--- config.mk ---
export PLATFORM = sky130hd
export DESIGN_NAME = hbus_decode_top
export DESIGN_NICKNAME = d
export VERILOG_FILES = /design/src/rtl/hbd_pkg.sv /design/src/rtl/hbd_strobe_latch.sv /design/src/rtl/hbd_base_reg.sv /design/src/rtl/hbd_lane_decode.sv /design/src/rtl/hbus_decode_top.sv
export SDC_FILE = /design/constraint.sdc
export NUM_CORES = 1
export LEC_CHECK = 0
export ABC_AREA = 1
export BUFFER_PORTS_ARGS = -buffer_cell sky130_fd_sc_hd__buf_2
export CELL_PAD_IN_SITES_DETAIL_PLACEMENT = 1
export CELL_PAD_IN_SITES_GLOBAL_PLACEMENT = 2
export CORE_MARGIN = 2
export CORE_UTILIZATION = 33
export CTS_BUF_LIST = sky130_fd_sc_hd__clkbuf_4 sky130_fd_sc_hd__clkbuf_8
export DETAILED_ROUTE_END_ITERATION = 8
export GPL_ROUTABILITY_DRIVEN = 0
export GPL_TIMING_DRIVEN = 0
export PLACE_DENSITY_LB_ADDON = 0.1
export SKIP_LAST_GASP = 1
export SLEW_MARGIN = 30
export SYNTH_ARGS = -nofsm -noshare
export SYNTH_HDL_FRONTEND = slang
export SYNTH_SLANG_ARGS = --single-unit
--- constraint.sdc ---
create_clock -name clk -period 1.8 [get_ports clk]
set_input_delay 0.09 -clock clk [delete_from_list [all_inputs] [get_ports clk]]
set_output_delay 0.09 -clock clk [all_outputs]
set_load 0.05 [all_outputs]
--- src/rtl/hbd_pkg.sv ---
package hbd_pkg;
  typedef enum logic [1:0] {
    SZ_BYTE = 2'b00,
    SZ_HALF = 2'b01,
    SZ_WORD = 2'b10,
    SZ_BAD  = 2'b11
  } size_e;

  typedef struct packed {
    logic [3:0] mask;
    size_e      size;
  } lane_t;
endpackage

--- src/rtl/hbd_strobe_latch.sv ---
module hbd_strobe_latch #(
  parameter int ADDR_HI = 15,
  parameter int ADDR_LO = 1,
  parameter int NLANE   = 4
) (
  input  logic                   clk,
  input  logic                   rst_n,
  input  logic                   strobe_n,
  input  logic [ADDR_HI:ADDR_LO] addr_i,
  input  logic                   dma_addr_i,
  input  logic [NLANE-1:0]       lane_en_n_i,
  output logic [ADDR_HI:ADDR_LO] addr_q,
  output logic                   dma_q,
  output logic [NLANE-1:0]       lane_en_n_q
);
  logic strobe_prev;
  logic capture;

  // release of the strobe: low on the last edge, high now
  assign capture = !strobe_prev && strobe_n;

  always_ff @(posedge clk or negedge rst_n) begin
    if (!rst_n) begin
      strobe_prev <= 1'b1;
      addr_q      <= '0;
      dma_q       <= 1'b1;
      lane_en_n_q <= '1;
    end else begin
      strobe_prev <= strobe_n;
      if (capture) begin
        addr_q      <= addr_i;
        dma_q       <= dma_addr_i;
        lane_en_n_q <= lane_en_n_i;
      end
    end
  end

  AST_HOLD_NO_EDGE: assert property (@(posedge clk) disable iff (!rst_n)
    !capture |=> ($stable(addr_q) && $stable(dma_q) && $stable(lane_en_n_q)));
endmodule

--- src/rtl/hbd_base_reg.sv ---
module hbd_base_reg #(
  parameter int W = 12
) (
  input  logic         clk,
  input  logic         rst_n,
  input  logic         we_i,
  input  logic [W-1:0] wdata_i,
  output logic [W-1:0] base_q
);
  always_ff @(posedge clk or negedge rst_n) begin
    if (!rst_n) base_q <= '0;
    else if (we_i) base_q <= wdata_i;
  end

  AST_BASE_WRITE: assert property (@(posedge clk) disable iff (!rst_n)
    we_i |=> (base_q == $past(wdata_i)));
  AST_BASE_HOLD: assert property (@(posedge clk) disable iff (!rst_n)
    !we_i |=> $stable(base_q));
endmodule

--- src/rtl/hbd_lane_decode.sv ---
module hbd_lane_decode
  import hbd_pkg::*;
#(
  parameter bit BUS32 = 1'b1
) (
  input  logic [3:0] lane_en_n_i,
  input  logic       qdata_cs_n_i,
  output lane_t      lane_o,
  output logic       qdata_sel_o
);
  logic [3:0] en_eff;
  logic       cs_act;
  lane_t      dec;

  generate
    if (BUS32) begin : g_wide
      assign en_eff = ~lane_en_n_i;
      assign cs_act = ~qdata_cs_n_i;
    end else begin : g_narrow
      // upper lanes and data chip select are not wired on a 16-bit bus
      assign en_eff = {~lane_en_n_i[3:2] & 2'b00, ~lane_en_n_i[1:0]};
      assign cs_act = ~qdata_cs_n_i & 1'b0;
    end
  endgenerate

  always_comb begin
    dec = '{mask: 4'b0000, size: SZ_BAD};
    unique case (en_eff)
      4'b0001, 4'b0010,
      4'b0100, 4'b1000: dec = '{mask: en_eff, size: SZ_BYTE};
      4'b0011, 4'b1100: dec = '{mask: en_eff, size: SZ_HALF};
      4'b1111:          dec = '{mask: en_eff, size: SZ_WORD};
      default:          dec = '{mask: 4'b0000, size: SZ_BAD};
    endcase
  end

  assign lane_o      = cs_act ? '{mask: 4'b1111, size: SZ_WORD} : dec;
  assign qdata_sel_o = cs_act;
endmodule

--- src/rtl/hbus_decode_top.sv ---
module hbus_decode_top
  import hbd_pkg::*;
#(
  parameter bit BUS32   = 1'b1,
  parameter int ADDR_HI = 15,
  parameter int DEC_LO  = 4
) (
  input  logic                  clk,
  input  logic                  rst_n,
  input  logic                  strobe_n,
  input  logic [ADDR_HI-1:0]    addr_i,
  input  logic                  dma_addr_i,
  input  logic [3:0]            lane_en_n_i,
  input  logic                  qdata_cs_n_i,
  input  logic                  base_we_i,
  input  logic [ADDR_HI-DEC_LO:0] base_wdata_i,
  output logic                  sel_n_o,
  output logic [3:0]            lane_mask_o,
  output logic [1:0]            size_o,
  output logic                  qdata_sel_o,
  output logic [DEC_LO-2:0]     reg_off_o
);
  localparam int BASE_W = ADDR_HI - DEC_LO + 1;

  logic [ADDR_HI:1]   addr_q;
  logic               dma_q;
  logic [3:0]         lane_en_n_q;
  logic [BASE_W-1:0]  base_q;
  lane_t              lane;
  logic               hit;

  hbd_strobe_latch #(.ADDR_HI(ADDR_HI), .ADDR_LO(1), .NLANE(4)) u_latch (
    .clk         (clk),
    .rst_n       (rst_n),
    .strobe_n    (strobe_n),
    .addr_i      (addr_i),
    .dma_addr_i  (dma_addr_i),
    .lane_en_n_i (lane_en_n_i),
    .addr_q      (addr_q),
    .dma_q       (dma_q),
    .lane_en_n_q (lane_en_n_q)
  );

  hbd_base_reg #(.W(BASE_W)) u_base (
    .clk     (clk),
    .rst_n   (rst_n),
    .we_i    (base_we_i),
    .wdata_i (base_wdata_i),
    .base_q  (base_q)
  );

  hbd_lane_decode #(.BUS32(BUS32)) u_lane (
    .lane_en_n_i  (lane_en_n_q),
    .qdata_cs_n_i (qdata_cs_n_i),
    .lane_o       (lane),
    .qdata_sel_o  (qdata_sel_o)
  );

  assign hit         = !dma_q && (addr_q[ADDR_HI:DEC_LO] == base_q);
  assign sel_n_o     = !(hit && !qdata_sel_o);
  assign lane_mask_o = lane.mask;
  assign size_o      = lane.size;
  assign reg_off_o   = addr_q[DEC_LO-1:1];

  AST_DMA_BLOCKS_SEL: assert property (@(posedge clk) disable iff (!rst_n)
    dma_q |-> sel_n_o);
  AST_QDATA_FORCE: assert property (@(posedge clk) disable iff (!rst_n)
    qdata_sel_o |-> (sel_n_o && lane_mask_o == 4'hF && size_o == 2'b10));
  AST_BAD_EMPTY: assert property (@(posedge clk) disable iff (!rst_n)
    (size_o == 2'b11) |-> (lane_mask_o == 4'h0));
  AST_BYTE_ONE_LANE: assert property (@(posedge clk) disable iff (!rst_n)
    (size_o == 2'b00) |-> ($countones(lane_mask_o) == 1));
  AST_HALF_TWO_LANES: assert property (@(posedge clk) disable iff (!rst_n)
    (size_o == 2'b01) |-> (lane_mask_o == 4'h3 || lane_mask_o == 4'hC));
  AST_NARROW_LOWER: assert property (@(posedge clk) disable iff (!rst_n)
    !BUS32 |-> (lane_mask_o[3:2] == 2'b00 && !qdata_sel_o));
endmodule

* After elaboration in Yosys (flattened, before gate mapping) *
Index checks and enable logic that the tools add are counted.

word-level totals
  flip-flop bits (word level) = 33
  latch bits = 0
  memory bits (writable) = 0
  ROM bits = 0
  input port bits = 37
  logic and storage cells = 25
  memories = 0

cells by class
  add/subtract/negate cells = 0
  multiply operators = 0
  divide/modulo/power cells = 0
  magnitude comparators = 0
  eq/ne operators = 8
  shift operators = 0
  multiplexer cells = 2
  bitwise operators = 2
  reduce and logical (&&, ||, !) cells = 8

operators by type and width
  cell                                                             count
  6-bit case mux with 3 select lines                               1
  12-bit == test                                                   1
  4-bit == test, second input constant                             3
  4-bit by 2-bit == test with 1-bit output, second input constant  2
  6-bit two-way mux                                                1
  4-bit by 1-bit == test with 1-bit output, second input constant  1
  4-bit by 3-bit == test with 1-bit output, second input constant  1
  4-bit NOT                                                        1
  4-bit OR reduction                                               1
  1-bit logical AND                                                3
  1-bit zero test                                                  3
  2-bit OR reduction                                               1
  1-bit NOT                                                        1

* Logic depth before layout (Yosys ltp) *
Gate-level depths: netlist of the first run.

  depth in word-level cells = 5
  mapped depth = 7

* Modules after synthesis *
Synthesis of the first run repeated with hierarchy kept, for this count alone.

second synthesis, totals
  cells, all modules = 226
  area, all modules = 1,650.3 sq um

by module, submodules not included
  module            instances  cells an instance  area an instance (sq um)  seq. area each (sq um)
  hbd_strobe_latch  1          89                 840.8                     533.0
  hbd_base_reg      1          51                 457.9                     300.3
  hbus_decode_top   1          61                 240.2                     0.0
  hbd_lane_decode   1          25                 111.4                     0.0

* Worst setup path before layout of the first run *
OpenSTA, ideal clock, no wires.

  path type = register -> output
  start point = register u_latch.lane_en_n_q[2]
  end point = output lane_mask_o[0]
  arrival = 1.715 ns
  required time = 1.710 ns
  slack = -0.005 ns
  stages on the path, launching flop included = 3
  path through = dfstp_2 nand2_1 o21ai_0

between the ends
  longest elaborated chain between the ends = 5
  elaborated cells between the ends (all ways) = 12
  those cells by class = eq/ne: 7; mux: 2; bitwise: 1; reduce/logical: 2

ends and longest elaborated chain
  item                                                                    line                    RTL
  start: declaration                                                      hbd_strobe_latch.sv:14  output logic [NLANE-1:0] lane_en_n_q
  start signal: assignment                                                hbd_strobe_latch.sv:33  lane_en_n_q <= lane_en_n_i;
  4-bit NOT (*)                                                           hbd_lane_decode.sv:17   assign en_eff = ~lane_en_n_i;
  4-bit by 1-bit == test with 1-bit output, or another cell as far along  hbd_lane_decode.sv:28   unique case (en_eff)
  4-bit OR reduction / 2-bit OR reduction (equally long branches)         hbd_lane_decode.sv:28
  6-bit case mux with 3 select lines (*)                                  hbd_lane_decode.sv:28
  6-bit two-way mux (*)                                                   hbd_lane_decode.sv:37   assign lane_o = cs_act ? '{mask: 4'b1111, size: SZ_WORD} : dec;
  end: declaration                                                        hbus_decode_top.sv:18   output logic [3:0] lane_mask_o,

Mark *: on every way between the ends. The rest lies on a longest branch, timed or not.

* Worst setup path in the final report of the first run *
  start point = register u_latch.lane_en_n_q[3]
  end point = output size_o[0]

between the ends
  longest elaborated chain between the ends = 5
  elaborated cells between the ends (all ways) = 12
  those cells by class = eq/ne: 7; mux: 2; bitwise: 1; reduce/logical: 2

ends and longest elaborated chain
  item                                                                    line                   RTL
  4-bit NOT (*)                                                           hbd_lane_decode.sv:17
  4-bit by 1-bit == test with 1-bit output, or another cell as far along  hbd_lane_decode.sv:28
  4-bit OR reduction / 2-bit OR reduction (equally long branches)         hbd_lane_decode.sv:28
  6-bit case mux with 3 select lines (*)                                  hbd_lane_decode.sv:28
  6-bit two-way mux (*)                                                   hbd_lane_decode.sv:37
  end: declaration                                                        hbus_decode_top.sv:19  output logic [1:0] size_o,

Marked as above.

==> results of run 1 <==
-- state kept, by name, summed over array words and instances, names as in the netlist --
name	flops
u_base.base_q	12
u_latch.addr_q	15
u_latch.dma_q	1
u_latch.lane_en_n_q	4
u_latch.strobe_prev	1
-- final cells by class --
class,instances,area [µm²],share of cell area (%)
Clock inverter,2,10.0,0.490
Multi-Input combinational cell,120,626,30.7
Clock buffer,6,76.3,3.74
Timing Repair Buffer,49,255,12.5
Tap cell,67,83.8,4.11
Buffer,8,58.8,2.88
Sequential cell,33,833,40.8
Inverter,26,97.6,4.78
-- kinds of logic after synthesis --
group / Yosys count / share of synthesized area, %
DFF: 33 / 51.7
and+or+nand+nor: 80 / 19.0
muxes: 9 / 7.45
buffers and inverters: 34 / 9.70
AOI/OAI and AO/OA: 31 / 12.1
-- worst reg2reg max path, cell delays in order, from the launching register on --
cell and delay (ns):
dfstp_2 0.53, inv_2 0.03, nand2_2 0.10, buf_6 0.19, mux2_4 0.31
-- what timing repair did --
action | in CTS | in global routing
endpoints found under the setup margin | 0 | 2
hold buffers | 2 | 0
buffers inserted | 0 | 0
hold endpoints to repair | 28 | 0
resized for setup | 0 | 1
-- power by group --
part	switching [mW]	total [mW]	internal, mW
Combinational	0.304	0.481	0.177
Clock	0.262	0.544	0.283
Sequential	0.0553	0.897	0.841
-- cell usage after synthesis --
master / count / area share, %
nor2_1: 22 / 5.1
buf_6: 2 / 1.4
nand3_1: 1 / 0.31
buf_4: 3 / 1.4
o21ai_0: 16 / 5.0
mux2_2: 4 / 2.8
inv_1: 25 / 5.8
buf_2: 2 / 0.62
dfstp_2: 6 / 9.8
clkbuf_1: 1 / 0.23
a21oi_2: 10 / 5.4
a21oi_1: 4 / 1.2
nand4_1: 1 / 0.39
inv_2: 1 / 0.23
dfrtp_1: 27 / 42
mux2_4: 5 / 4.7
nand2_2: 1 / 0.39
nand2_1: 55 / 13
o211ai_1: 1 / 0.47
-- metal layers --
metal / global-route usage (%) / part of all wire (%) / vias up
met3: 4.25 / 4.6 / 4
met4: 5.45 / 0.79 / 0
met5: 0 / 0 / -
li1: - / - / 684
met2: 27.4 / 51 / 35
met1: 17.8 / 44 / 638
-- worst max path at each step --
stage	startpoint	endpoint	slack, ns	cells past startpoint
after floorplan	u_latch.lane_en_n_q[2]	lane_mask_o[0]	-0.005	2
after global placement	u_latch.lane_en_n_q[3]	lane_mask_o[2]	0.49	4
after detailed placement	u_latch.lane_en_n_q[3]	lane_mask_o[0]	0.40	4
after CTS	u_latch.lane_en_n_q[3]	lane_mask_o[0]	0.09	4
after global routing	u_latch.lane_en_n_q[3]	size_o[0]	0.04	7
final	u_latch.lane_en_n_q[3]	size_o[0]	0.16	7
-- metrics by stage --
step                cell area [µm²]  utilization, %  std cells  setup WS [ns]
floorplan                      1610               -        187       -0.00510
global placement               1930            40.9        301          0.485
CTS                            2040            43.1        311         0.0922
global route                   2040            43.2        311         0.0381
finish                         2040            43.2        311          0.157
detailed placement             1930            40.9        301          0.399
==> reports/results.tsv, run 1 <==
metric	value	unit
Top Family by Delay on Critical Path	flip-flops	
kind of critical path	flip-flop to output port	
CTS Buffer Depth	2	
worst vdd ir	0.000490	V
#FFs+latches synth	33	
CP Data Arrival Time	1.55	ns
Yosys warnings	0	
crit path max-delay cell type	dfstp_2	
flop-to-flop setup slack	0.53	ns
most frequent cells in the layout	nand2_1 (55), buf_2 (49), dfrtp_1 (27)	
WL final	3930	µm
DR WL/cell	12.6	µm
Worst-Skew Late Latency	0.28	ns
Critical Path Start Type	flip-flop	
die span in y	73.9	µm
vias in the first global route	1438	
RR Startpoint	u_latch.strobe_prev	
first-pass GRT wire length	6260	µm
hold-critical path depth	3	
largest net degree at the start of global routing	34	
pwr/cell area	941	mW/mm²
Fin Hold WS	0.0140	ns
Port Buffer Count	47	
critical path, cell by cell	nor2_1 > inv_1 > nand2_1 > nand2_1 > nand2_1 > a21oi_1 > buf_2	
vias per cell	4.38	
synthesized area per cell	8.62	µm²
cells on worst reg2reg path	4	
sequential area share after synthesis	51.7	%
R2R Path End	u_latch.addr_q[1]	
status	complete, no violations	
Post-Syn Area	0.00161	mm²
fillers	577	
Max Slew Vio Count	0	
drt drc	0	
Pre-Repair DR Iteration Count	4	
CP max FO	5	
most used cell, CP	nand2_1	
slowest stage delay, CP	0.57	ns
Worst Tran Pin Value	0.745	ns
Rows	25	
share of cells above drive strength 1	36.9	%
final setup violation count	0	
CP endpoint kind	output port	
Final Skew	0.00315	ns
I/O pins	48	
H-tree levels	2	
Die Width	73.9	µm
worst hold path class	input pin to flip-flop	
Hold Path Sink	u_base.base_q[4]	
P&R area growth vs syn	26.6	%
Gate Count Post-Synth	187	
number of distinct library cells after synthesis	19	
Max-Cap Viols	0	
post-route ant nets	0	
CTS tree	done	
Clk pin slew, worst setup/hold paths	0.07	ns
setup TNS	0	ns
Synthesized Nets	224	
fmax	609	MHz
GRT overflow	0	
TritonCTS buffer count	5	
Initial Util	34.1	%
Leak	1.09	nW
Crit path buffers/inverters	2	
Initial DRC Count	38	
routed via count	1361	
Core ar.	0.00472	mm²
Tot GR Track Use	15.5	%
slew margin rel.	50.4	%
crit path time final	1.64	ns
RSZ-0062 raised after global routing	false	
Power Total	1.92	mW
CTS sink cnt	33	
most common cell after layout, fill and taps aside	nand2_1	
ant diodes	0	
DIE AREA	0.00546	mm²
period utilisation layout	91.3	%
nets	280	
Worst EP required	1.71	ns
initial antenna violation count	0	
Clk Tree Root Cell	clkbuf_8	
endpoints failing hold	0	
HPWL after DPL	2930	µm
hold_sp	base_wdata_i[4]	
Power figures use the tool's default switching activity.
==> run 2, diff against run 1 <==
Settings changed: REMOVE_ABC_BUFFERS from default to 1.
==> run 2 against run 1 <==
Against the previous run:
- clock power up 13%
- clock skew is 0.00093 ns lower
- first-iteration DRC count down 50%
- non-clock buffer count decreased by 8
- wire length down 5.4%
- count of clock-buffer cells in the layout grew 1
- utilization decreased by 0.93 points
- maximum frequency fell by 1.4%
- die area stayed put
- sequential share of layout area increased by 0.90 points
- final cell count shrank 2.6%
- register-to-register slack worse by 0.38 ns
- largest power group unchanged
- highest routed layer unchanged
==> reports/results.tsv, run 2 (synthesis results as in run 1) <==
metric	value	unit
most used cell, CP	nand2_1	
Max-Cap Viols	0	
kind of critical path	flip-flop to output port	
CTS sink cnt	33	
Die Width	73.9	µm
Pre-Repair DR Iteration Count	4	
status	complete, no violations	
Largest Register	u_latch.addr_q	
CTS tree	done	
pwr/cell area	985	mW/mm²
most common cell after layout, fill and taps aside	nand2_1	
Critical Path Start Type	flip-flop	
first-pass GRT wire length	6040	µm
TritonCTS buffer count	5	
crit path max-delay cell type	dfstp_2	
flop-to-flop setup slack	0.15	ns
CTS Buffer Depth	2	
final setup violation count	0	
fillers	591	
period utilisation layout	92.5	%
DR WL/cell	12.3	µm
routed via count	1345	
share of cells above drive strength 1	35.2	%
Rows	25	
worst vdd ir	0.000395	V
Worst Tran Pin Value	0.825	ns
Core ar.	0.00472	mm²
initial antenna violation count	0	
nets	272	
Layout Cells excl Fill	303	
worst hold path class	input pin to flip-flop	
fmax	600	MHz
Initial Util	34.1	%
Initial DRC Count	19	
largest net degree at the start of global routing	34	
Worst-Skew Late Latency	0.28	ns
CP Data Arrival Time	1.58	ns
RSZ-0062 raised after global routing	false	
Max Slew Vio Count	0	
slowest stage delay, CP	0.57	ns
vias per cell	4.44	
die span in y	73.9	µm
CP max FO	5	
slew margin rel.	44.8	%
setup TNS	0	ns
Regs by FF count	u_latch.addr_q: 15 flops, u_base.base_q: 12 flops, u_latch.lane_en_n_q: 4 flops	
Port Buffer Count	47	
P&R area growth vs syn	23.9	%
Final Skew	0.00222	ns
crit path time final	1.67	ns
Setup Fix Bufs, Post-CTS	0	
vias in the first global route	1392	
H-tree levels	2	
Tot GR Track Use	14.8	%
max FFs per register	15	
critical path, cell by cell	nand2_1 > nand2_1 > o21ai_0 > a21oi_1 > buf_2	
DIE AREA	0.00546	mm²
Clk pin slew, worst setup/hold paths	0.07	ns
Clk Tree Root Cell	clkbuf_8	
WL final	3710	µm
GRT overflow	0	
Worst EP required	1.71	ns
post-route ant nets	0	
placed instance count	293	
Final Util	42.3	%
I/O pins	48	
CP endpoint kind	output port	
HPWL after DPL	2750	µm
drt drc	0	
Power Total	1.97	mW
Leak	1.06	nW
most frequent cells in the layout	nand2_1 (55), buf_2 (47), dfrtp_1 (27)	
ant diodes	0	
endpoints failing hold	0	
[run 2: cell types whose count changed in the layout (fill, tap and decap cells not counted)]
cell      previous run  this run
clkbuf_8             5         7
clkinv_2             2         1
clkbuf_4             1         0
buf_2               49        47
buf_4                3         0
clkbuf_1             1         0
buf_6                2         0
[run 2: final cells by class]
cell class / instances / area (µm²) / share of cell area (%)
Timing Repair Buffer: 49 / 255 / 12.8
Inverter: 26 / 97.6 / 4.89
Clock buffer: 7 / 96.3 / 4.82
Multi-Input combinational cell: 120 / 626 / 31.3
Clock inverter: 1 / 5.00 / 0.251
Tap cell: 67 / 83.8 / 4.20
Sequential cell: 33 / 833 / 41.7
[run 2: worst paths after layout]
kind                                   startpoint                      to  depth (start not counted)
max in group asynchronous                   rst_n        u_base.base_q[0]                          2
min in group asynchronous                   rst_n      u_latch.addr_q[15]                          2
max reg2reg                   u_latch.strobe_prev  u_latch.lane_en_n_q[1]                          3
min                              base_wdata_i[11]       u_base.base_q[11]                          3
max                        u_latch.lane_en_n_q[2]               size_o[0]                          5
min reg2reg                         u_latch.dma_q           u_latch.dma_q                          2
[run 2: what timing repair did]
action	4_1_cts	5_1_grt
resized for setup	0	1
setup endpoints to repair	0	3
hold endpoints to repair	28	0
hold buffers	2	0
[run 2: worst max-delay path, delay by kind of cell, from the launching register on]
| kind | cells | cell delay, ns |
|---|---|---|
| and+or+nand+nor | 2 | 0.21 |
| DFF | 1 | 0.57 |
| AOI/OAI and AO/OA | 2 | 0.25 |
| buffers and inverters | 1 | 0.28 |
[run 2: through the flow]
step	worst slack, ns	area (µm²)	hold slack (ns)
after floorplan	-0.00510	1550	-0.206
after global placement	0.171	1870	0.185
after detailed placement	0.144	1870	0.207
after CTS	0.0533	1990	0.0121
after global routing	0.0288	2000	0.0190
final	0.134	2000	0.0138
[run 2: where the power goes]
part	total [mW]	switching [mW]	internal, mW
sequential	0.896	0.0546	0.841
clock	0.613	0.268	0.345
combinational	0.457	0.297	0.160
[run 2: per-layer routing]
metal | part of all wire [%] | global-route usage, % | routed length [µm]
met5 | 0 | 0 | 0
met4 | 1.9 | 6.67 | 69
met3 | 4.4 | 3.98 | 164
met2 | 52 | 25.8 | 1930
met1 | 42 | 16.7 | 1550
==> run 3, diff against run 2 <==
Settings changed: ABC_CLOCK_PERIOD_IN_PS from default to 1800, HOLD_SLACK_MARGIN from default to 0.05.
==> run 3 against run 2 <==
Against the previous run:
- clock skew up 0.0011 ns
- sequential power about the same
- count of clock-buffer cells in the layout did not move
- combinational power rose by 9.8%
==> reports/results.tsv, run 3 (synthesis results as in run 1) <==
metric	value	unit
met2 wire len	2040	µm
Tot GR Track Use	15.7	%
Post-DP Area	0.00187	mm²
CTS Buffer Depth	2	
fillers	580	
CP Data Arrival Time	1.57	ns
fin area	0.00226	mm²
worst hold path class	input pin to flip-flop	
WL final	3930	µm
Max-Cap Viols	0	
Crit path buffers/inverters	1	
vias per cell	4.41	
routed via count	1450	
vias in the first global route	1480	
nets	298	
CTS tree	done	
Final Skew	0.00330	ns
Max Slew Vio Count	0	
endpoints failing hold	0	
fmax	603	MHz
crit path max-delay cell type	dfstp_2	
HPWL after DPL	2750	µm
DR WL/cell	11.9	µm
Top Family by Delay on Critical Path	flip-flops	
Highest Signal Layer	met4	
CP Launch Point	u_latch.lane_en_n_q[2]	
CTS sink cnt	33	
Critical Path Start Type	flip-flop	
Worst-Skew Late Latency	0.28	ns
post-route ant nets	0	
Initial DRC Count	19	
DP Worst Slack	0.144	ns
CP max FO	5	
post-route worst setup slack	0.142	ns
H-tree levels	2	
TritonCTS buffer count	5	
largest net degree at the start of global routing	34	
die span in y	73.9	µm
final setup violation count	0	
Worst EP required	1.71	ns
RR Startpoint	u_latch.strobe_prev	
first-pass GRT wire length	6420	µm
critical path, cell by cell	nand2_1 > nand2_1 > o21ai_0 > a21oi_1 > buf_2	
I/O pins	48	
Clk pin slew, worst setup/hold paths	0.07	ns
period utilisation layout	92.1	%
Clk Tree Root Cell	clkbuf_8	
Rows	25	
Core ar.	0.00472	mm²
initial antenna violation count	0	
status	complete, no violations	
share of cells above drive strength 1	31.7	%
P&R area growth vs syn	40.1	%
Worst Tran Pin Value	0.831	ns
Initial Util	34.1	%
CP endpoint kind	output port	
Regs by FF count	u_latch.addr_q: 15 flops, u_base.base_q: 12 flops, u_latch.lane_en_n_q: 4 flops	
most frequent cells in the layout	nand2_1 (55), buf_2 (47), dlygate4sd3_1 (28)	
hold_sp	addr_i[6]	
max FFs per register	15	
slowest stage delay, CP	0.56	ns
WL met3	137	µm
ant diodes	0	
Die Width	73.9	µm
Pre-Repair DR Iteration Count	4	
most used cell, CP	nand2_1	
drt drc	0	
Leak	1.17	nW
RSZ-0062 raised after global routing	false	
GRT overflow	0	
most common cell after layout, fill and taps aside	nand2_1	
Largest Register	u_latch.addr_q	
crit path time final	1.66	ns
M1 wire length	1680	µm
Final Util	47.8	%
Port Buffer Count	47	
worst vdd ir	0.000397	V
DIE AREA	0.00546	mm²
pwr/cell area	891	mW/mm²
kind of critical path	flip-flop to output port	
slew margin rel.	44.4	%
-- run 3: cell types whose count changed in the layout (fill, tap and decap cells not counted), sizes merged --
cell,previous run,this run
dlygate4sd3,2,28
-- run 3: timing repair --
item / CTS / global route
setup endpoints to repair: 0 / 3
buffers inserted: 0 / 0
gates resized for setup: 0 / 1
hold endpoints to repair: 54 / 0
hold buffers: 28 / 0
-- run 3: layout make-up --
class                      instances  area, µm²  area share, %
clock buffer                       7       96.3           4.27
clock inverter                     1       5.00          0.222
inverter                          26       97.6           4.32
multi-input combinational        120        626           27.7
sequential                        33        833           36.9
tap                               67       83.8           3.71
timing repair buffer              75        515           22.8
-- run 3: tightest hold or removal path, delay by kind of cell --
family                 cells  cell delay, ns
buffers and inverters      1            0.08
AO/OA/AOI/OAI              1            0.08
AND/OR/NAND/NOR            1            0.04
-- run 3: layer usage --
metal	global-route usage [%]	up-vias
met5	0	-
met4	6.67	0
met3	3.57	7
met2	28.0	29
met1	18.0	692
li1	-	722
-- run 3: worst paths after layout --
| check | endpoint | cells past startpoint | slack, ns |
|---|---|---|---|
| min in group asynchronous | u_base.base_q[11] | 2 | 0.41 |
| min | u_latch.addr_q[7] | 3 | 0.05 |
| min reg2reg | u_latch.dma_q | 2 | 0.48 |
| max | size_o[0] | 5 | 0.14 |
| max reg2reg | u_latch.lane_en_n_q[0] | 3 | 0.14 |
| max in group asynchronous | u_base.base_q[0] | 2 | 0.92 |
-- run 3: report_power, final --
| group | total [mW] | internal (mW) | leakage, nW | switching [mW] |
|---|---|---|---|---|
| sequential | 0.896 | 0.841 | 0.375 | 0.0547 |
| combinational | 0.502 | 0.196 | 0.737 | 0.305 |
| clock | 0.613 | 0.345 | 0.0542 | 0.268 |
| total | 2.01 | 1.38 | 1.17 | 0.628 |
-- run 3: per-stage QoR --
stage | hold WS (ns) | TNS, ns | cells | power [mW]
after floorplan | -0.206 | -0.0102 | 179 | 1.22
after global placement | 0.185 | 0 | 293 | 1.34
after detailed placement | 0.207 | 0 | 293 | 1.37
after CTS | 0.0503 | 0 | 329 | 2.04
after global routing | 0.0591 | 0 | 329 | 2.14
final | 0.0482 | 0 | 329 | 2.01
